$ cat config.mk
export PLATFORM = sky130hd
export DESIGN_NAME = mcycle_seq
export DESIGN_NICKNAME = d
export VERILOG_FILES = /design/src/rtl/mcycle_seq.sv
export SDC_FILE = /design/constraint.sdc
export NUM_CORES = 1
export LEC_CHECK = 0
export ABC_AREA = 1
export BUFFER_PORTS_ARGS = -buffer_cell sky130_fd_sc_hd__buf_2
export CORE_MARGIN = 5
export CORE_UTILIZATION = 50
export CTS_CLUSTER_DIAMETER = 150
export DETAILED_ROUTE_END_ITERATION = 7
export MAX_ROUTING_LAYER = met4
export PLACE_DENSITY = 0.8
export SLEW_MARGIN = 10
export SYNTH_ARGS = -nofsm -noshare
export SYNTH_HDL_FRONTEND = slang
export SYNTH_SLANG_ARGS = --single-unit
$ cat constraint.sdc
create_clock -name clk -period 6.5 [get_ports clk]
set_clock_uncertainty 0.15 [all_clocks]
set_input_delay 0.325 -clock clk [delete_from_list [all_inputs] [get_ports clk]]
set_output_delay 0.325 -clock clk [all_outputs]
set_load 0.01 [all_outputs]
$ cat src/rtl/mcycle_seq.sv
module mcycle_seq #(
  parameter int NUM_M = 5
) (
  input  logic                       clk,
  input  logic                       rst,
  input  logic                       ready,
  input  logic                       hold_req,
  input  logic                       int_req,
  input  logic [$clog2(NUM_M+1)-1:0] d_ncyc,
  input  logic [2*NUM_M-1:0]         d_len,
  input  logic [3*(NUM_M-1)-1:0]     d_type,
  input  logic                       d_cond,
  input  logic                       d_cond_ok,
  input  logic                       d_skip_hi,
  input  logic                       d_xfer,
  input  logic                       d_halt,
  output logic [$clog2(NUM_M+1)-1:0] m_state,
  output logic [2:0]                 t_state,
  output logic                       sync,
  output logic [3:0]                 status,
  output logic                       hold_ack,
  output logic                       halted,
  output logic [2:0]                 addr_sel
);
  localparam int MW = $clog2(NUM_M + 1);
  localparam logic [2:0] S_HOLD = 3'd0, S_T1 = 3'd1, S_T2 = 3'd2, S_T3 = 3'd3,
                         S_WAIT = 3'd6, S_HALT = 3'd7;
  localparam logic [3:0] K_INT = 4'd0, K_FETCH = 4'd1, K_INTA = 4'd8, K_HALT = 4'd9;
  localparam logic [2:0] A_PC = 3'd0, A_WZ = 3'd1, A_PORT = 3'd2, A_PTR = 3'd3, A_HIZ = 3'd4;

  logic [MW-1:0] m, m_n;
  logic [2:0] t, t_n, ty, last_t;
  logic [1:0] ln;
  logic [3:0] kind;
  logic inta, inta_n, wz, wz_n, hcyc, hcyc_n, hack, hack_n, rhalt, rhalt_n;
  logic skip, done, taken;

  always_comb begin
    ln = d_len[1:0];
    ty = 3'd0;
    for (int i = 1; i < NUM_M; i++) begin
      if (m == MW'(i + 1)) begin
        ln = d_len[2*i +: 2];
        ty = d_type[3*(i-1) +: 3];
      end
    end
  end

  assign kind   = (m == MW'(1)) ? (inta ? K_INTA : K_FETCH) :
                  hcyc ? K_HALT :
                  (ty == 3'd0 || ty == 3'd7) ? K_INT : ({1'b0, ty} + 4'd1);
  assign last_t = hcyc ? S_T2 : (ln == 2'd0) ? 3'd3 : (ln == 2'd1) ? 3'd4 : 3'd5;
  assign skip   = d_cond && !d_cond_ok && (m == (d_skip_hi ? MW'(3) : MW'(1)));
  assign done   = (m >= d_ncyc) || skip || (m == MW'(NUM_M));
  assign taken  = d_xfer && !(d_cond && !d_cond_ok);

  always_comb begin
    m_n = m; t_n = t; inta_n = inta; wz_n = wz; hcyc_n = hcyc; rhalt_n = rhalt;
    case (t)
      S_HOLD: if (!hold_req) begin
        t_n = rhalt ? S_HALT : S_T1;
        rhalt_n = 1'b0;
      end
      S_HALT: if (int_req) begin
        m_n = MW'(1); t_n = S_T1; inta_n = 1'b1; wz_n = 1'b0;
      end else if (hold_req) begin
        t_n = S_HOLD; rhalt_n = 1'b1;
      end
      S_WAIT: if (ready) t_n = S_T3;
      default: begin
        if (hcyc && t == S_T2) begin
          t_n = S_HALT; hcyc_n = 1'b0;
        end else if (t == S_T2 && kind != K_INT && !ready) begin
          t_n = S_WAIT;
        end else if (t < last_t) begin
          t_n = t + 3'd1;
        end else begin
          if (m == MW'(1) && d_halt) begin
            m_n = MW'(2); hcyc_n = 1'b1;
          end else if (done) begin
            m_n = MW'(1); inta_n = int_req; wz_n = taken;
          end else begin
            m_n = m + MW'(1);
          end
          t_n = hold_req ? S_HOLD : S_T1;
        end
      end
    endcase
    hack_n = (t_n == S_HOLD) ||
             (hold_req && kind == K_INT && !hcyc && m_n == m && t_n >= S_T2 && t_n <= 3'd5);
  end

  always_ff @(posedge clk) begin
    if (rst) begin
      m <= MW'(1); t <= S_T1; inta <= 1'b0; wz <= 1'b0;
      hcyc <= 1'b0; hack <= 1'b0; rhalt <= 1'b0;
    end else begin
      m <= m_n; t <= t_n; inta <= inta_n; wz <= wz_n;
      hcyc <= hcyc_n; hack <= hack_n; rhalt <= rhalt_n;
    end
  end

  assign m_state  = m;
  assign t_state  = t;
  assign sync     = (t == S_T1) && (kind != K_INT);
  assign status   = sync ? kind : 4'd0;
  assign hold_ack = hack;
  assign halted   = (t == S_HALT) || (t == S_HOLD && rhalt);

  always_comb begin
    if (hack) addr_sel = A_HIZ;
    else if (t == S_HALT) addr_sel = A_PC;
    else case (kind)
      K_FETCH:             addr_sel = wz ? A_WZ : A_PC;
      4'd3, 4'd4, 4'd5:    addr_sel = A_PTR;
      4'd6, 4'd7:          addr_sel = A_PORT;
      default:             addr_sel = A_PC;
    endcase
  end
endmodule

=== Word-level counts from Yosys, hierarchy flattened ===
Index checks and enable logic that the tools add are counted.
Widths: inputs -> output; s select.

* Register bits: 11
* Output and inout port bits: 16
* Word-level logic and storage cells: 144
* Input bits: 35

* Add/sub/neg operators: 3
* Bitwise gates (word level): 2
* Reduce and logical (&&, ||, !) cells: 39
* Order comparisons: 4
* Multiplexer cells: 60
* Equal/unequal tests: 29

{| class="wikitable"
|+ Operator list
! cell !! number
|-
| $mux 3 || 21
|-
| $mux 1 || 22
|-
| $mux 4 || 5
|-
| $eq 4x3->1 const B || 4
|-
| $eq 3x3->1 const B || 5
|-
| $logic_and 1x1->1 || 14
|-
| $mux 2 || 6
|-
| $ne 2x2->1 const B || 6
|-
| $eq 3x2->1 const B || 3
|-
| $logic_not 3->1 || 3
|-
| $pmux 3 s3 || 1
|-
| $ne 2x1->1 const B || 4
|-
| $reduce_and 4->1 || 2
|-
| $reduce_and 7->1 || 1
|-
| $add 3x1->3 const B || 2
|-
| $eq 3x1->1 const B || 2
|-
| $pmux 1 s2 || 3
|-
| $pmux 2 s3 || 1
|-
| $pmux 3 s2 || 1
|-
| $reduce_bool 2->1 || 3
|-
| $reduce_or 3->1 || 2
|-
| $logic_or 1x1->1 || 5
|-
| $add 3x1->4 const B || 1
|-
| $eq 4x1->1 const B || 1
|-
| other kinds (14) || 19
|}

=== Depth between registers and ports, before layout ===
* Depth after elaboration: 21
* Gate-level depth with buffers: 25
* Depth with buffers taken out: 25

=== Least setup slack after synthesis ===
No wires, ideal clock.

* Path type: flip-flop to output port
* Start point: register m[1] (netlist: m_state[1])
* End point: output port addr_sel[0]
* Arrival: 2,407 ps
* Data required time: 6,025 ps
* Slack: 3,618 ps
* Stages on the path, launching flop included: 16
* Buffers on the path: 0
* Cells stage by stage: dfxtp_1 ha_1 ha_1 inv_1 nand3_1 nand3_1 a22oi_1 inv_1 ha_1 inv_1 nand3_1 nand2_1 nor2_2 nor3_1 o21ai_0 a211oi_1

* Word-level cells in the longest chain between the ends: 15
* Elaborated cells on any way between the ends: 27
* Those cells by class: add/sub: 1; eq/ne: 12; mux: 10; reduce/logical: 4

{| class="wikitable"
|+ Ends and longest elaborated chain
! element !! RTL line !! source
|-
| start: declaration || 31 || <nowiki>logic [MW-1:0] m, m_n;</nowiki>
|-
| start signal: assignment || 98 || <nowiki>m <= m_n; t <= t_n; inta <= inta_n; wz <= wz_n;</nowiki>
|-
| branches (longest 9 deep; another with $add 3x1->4) || -- ||
|-
| $mux 4 (*) || 49 || <nowiki>assign kind = (m == MW'(1)) ? (inta ? K_INTA : K_FETCH) :</nowiki>
|-
| $eq 4x2->1 / $eq 4x3->1 (equally long branches) || 113 || <nowiki>else case (kind)</nowiki>
|-
| $reduce_or 3->1 / $reduce_or 2->1 (equally long branches) || 113 ||
|-
| $pmux 2 s3 (*) || 113 ||
|-
| $mux 2 (*) || 112 || <nowiki>else if (t == S_HALT) addr_sel = A_PC;</nowiki>
|-
| $mux 3 (*) || 111 || <nowiki>if (hack) addr_sel = A_HIZ;</nowiki>
|-
| end: declaration || 23 || <nowiki>output logic [2:0] addr_sel</nowiki>
|}

Every way passes the cells marked *.

=== Final worst setup path ===
Ends and elaborated chain as after synthesis.

==> reports/metrics.yaml <==
p_per_area_nw_per_um2: 431
period_needed_ns: 3.49
drv_slew: 0
start_kind: "register"
synth_fp_nets: 312
yosysSeqAreaShare_pct: 15.2
die_h_um: 63.9
hp-class: "in2reg"
clock-sinks: 11
synth-seq-cells: 11
wl_per_cell_um: 11.3
layoutNonFillerInstCount: 343
setup_tns_ns: 0
placedCellCount: 339
clk_latency_ns: 0.28
p_leak_nw: 1.08
antenna_cells: 0
cap_violations: 0
routed_wl_um: 3880
netlist_area_um2: 1450
ys_types: 27
cts_root_buf: "clkbuf_4"
outcome: "completed"
routed_via_density: 5.11
drc: 0
worstSetupEndpointType: "output port"
yosys_warnings: 0
drive_above_1_share_pct: 19.9
cts_buffer_depth: 2
grt_pass1_wl_um: 6470
post-place-ws_ns: 3.32
hold_buffers: 0
clock.fmax_mhz: 287
cp_data_arrival_time_ns: 3.01
layout_setup_ws_ns: 3.01
postRouteAntennaNets: 0
cts_made_buffers: 3
core_area_um2: 2780
cts_tree: "done"
die_w_um: 63.9
grt_pass1_vias: 1544
start_util_pct: 52.2
dominantRegCellSynth: "dfxtp_1"
r2r_slack_ns: 3.27
vias: 1752
worst_pin_slew_ns: 0.617
global_route.usage.total_pct: 19.2
multi_input_area_um2: 1020
period_share_pct: 53.7
clkTransAtPathRegs_ns: 0.08
antenna_found_initial: 0
area_growth_pct: 20.9
rows: 19
drtIter0Drc: 107
globalplace.congestion: 0.910
max-vdd-ir-drop_mv: 0.364
required_ns: 6.02
path_max_fanout: 7
crit_type: "reg2out"
avgSynthCellArea_um2: 5.59
max_slew_margin_pct: 58.6
cts_setup_buffers: 0
fin_nets: 365
regArea_um2: 220
hold_viol: 0
async_flop_share_pct: 0
rsz0062_at_grt: "no"
finalSetupViolations: 0
cts_resized: 0
ios: 51
first_pass_iters: 4
place.detailed.hpwl_um: 3190
grt_overflow_total: 0
dieArea_um2: 4080
grt_max_degree: 10
io_buffer_count: 50
synth-edff-count: 0
synthCells: 260
nFillCells: 293
htreeDepth: 1
worst paths after layout:
path	from	to	depth (start not counted)
worst max-delay path	m_state[1]	addr_sel[0]	16
worst min-delay path	rst	inta	2
worst max register to register	m_state[1]	m_state[2]	20
worst min register to register	inta	inta	2
registers in the layout (all words and copies together) (netlist names):
signal and count:
rhalt 1, hcyc 1, m_state 3, t_state 3
wz 1, hold_ack 1, inta 1
cell usage after synthesis (2+ instances only):
cell type   n  area share (%)
nand2_1    68              18
a21boi_0    2             1.0
a21oi_1    14             4.8
a31oi_1     3             1.3
dfxtp_1    11              15
o21ai_0     9             3.1
nand3_1    24             8.3
a211oi_1    2             1.0
nor3_1      6             2.1
inv_1      50              13
nand2_2     3             1.3
ha_1       17              15
nor2_2      3             1.3
nand4_1     2            0.86
nor2_1     34             8.8
stage by stage:
stage | power (W) | cell area (um^2) | util [%] | hold WS (ns)
after floorplan | 0.000559 | 1450 | - | 0.286
after global placement | 0.000695 | 1730 | 62.2 | 0.302
after detailed placement | 0.000699 | 1730 | 62.2 | 0.306
after CTS | 0.000754 | 1760 | 63.2 | 0.194
after global routing | 0.000856 | 1760 | 63.2 | 0.203
final | 0.000757 | 1760 | 63.2 | 0.201
layout make-up:
cell class / count / area share [%]
multi-input cells: 195 / 58.3
clock buffers: 4 / 1.50
well taps: 31 / 2.21
inverters: 52 / 11.2
repair buffers: 50 / 14.2
flip-flops and latches: 11 / 12.5
kinds of logic after synthesis:
logic type                 Yosys count  synth area share [%]
AOI/OAI and AO/OA                   35                  14.0
and+or+nand+nor                    142                  41.3
DFF                                 11                  15.2
buffers and inverters               54                  14.3
adders and majority gates           17                  14.6
xor gates and xnor gates             1                 0.603
power by group:
group / internal, W / switching (W) / leakage, nW
combinational: 0.000210 / 0.000371 / 0.977
clock: 0.0000238 / 0.0000264 / 0.0150
sequential: 0.0000904 / 0.0000343 / 0.0903
critical path: stages, from the launching register on:
cell and delay, ns:
dfxtp_1 0.45, ha_1 0.20, ha_1 0.28, inv_1 0.13, nand3_1 0.10, nand3_1 0.07
a22oi_1 0.25, inv_1 0.08, ha_1 0.20, nand2_1 0.09, nand3_1 0.06, nand2_1 0.08
nand2_1 0.08, nor3_1 0.18, o21ai_0 0.12, a211oi_1 0.20, buf_2 0.17
cell usage in the layout, fill, tap and decap left out, types with 6 or more instances in the layout:
master	instances
buf_2	50
nand3_1	24
nand2_1	68
ha_1	17
dfxtp_1	11
nor3_1	6
a21oi_1	14
o21ai_0	9
inv_1	50
nor2_1	34
metal layers:
| layer | share of wire [%] | global-route usage [%] |
|---|---|---|
| met1 | 46 | 24.6 |
| met2 | 47 | 31.9 |
| met3 | 5.3 | 2.28 |
| met4 | 0.93 | 4.94 |
| met5 | 0 | - |
No activity file was read; power rests on OpenSTA's default activity.
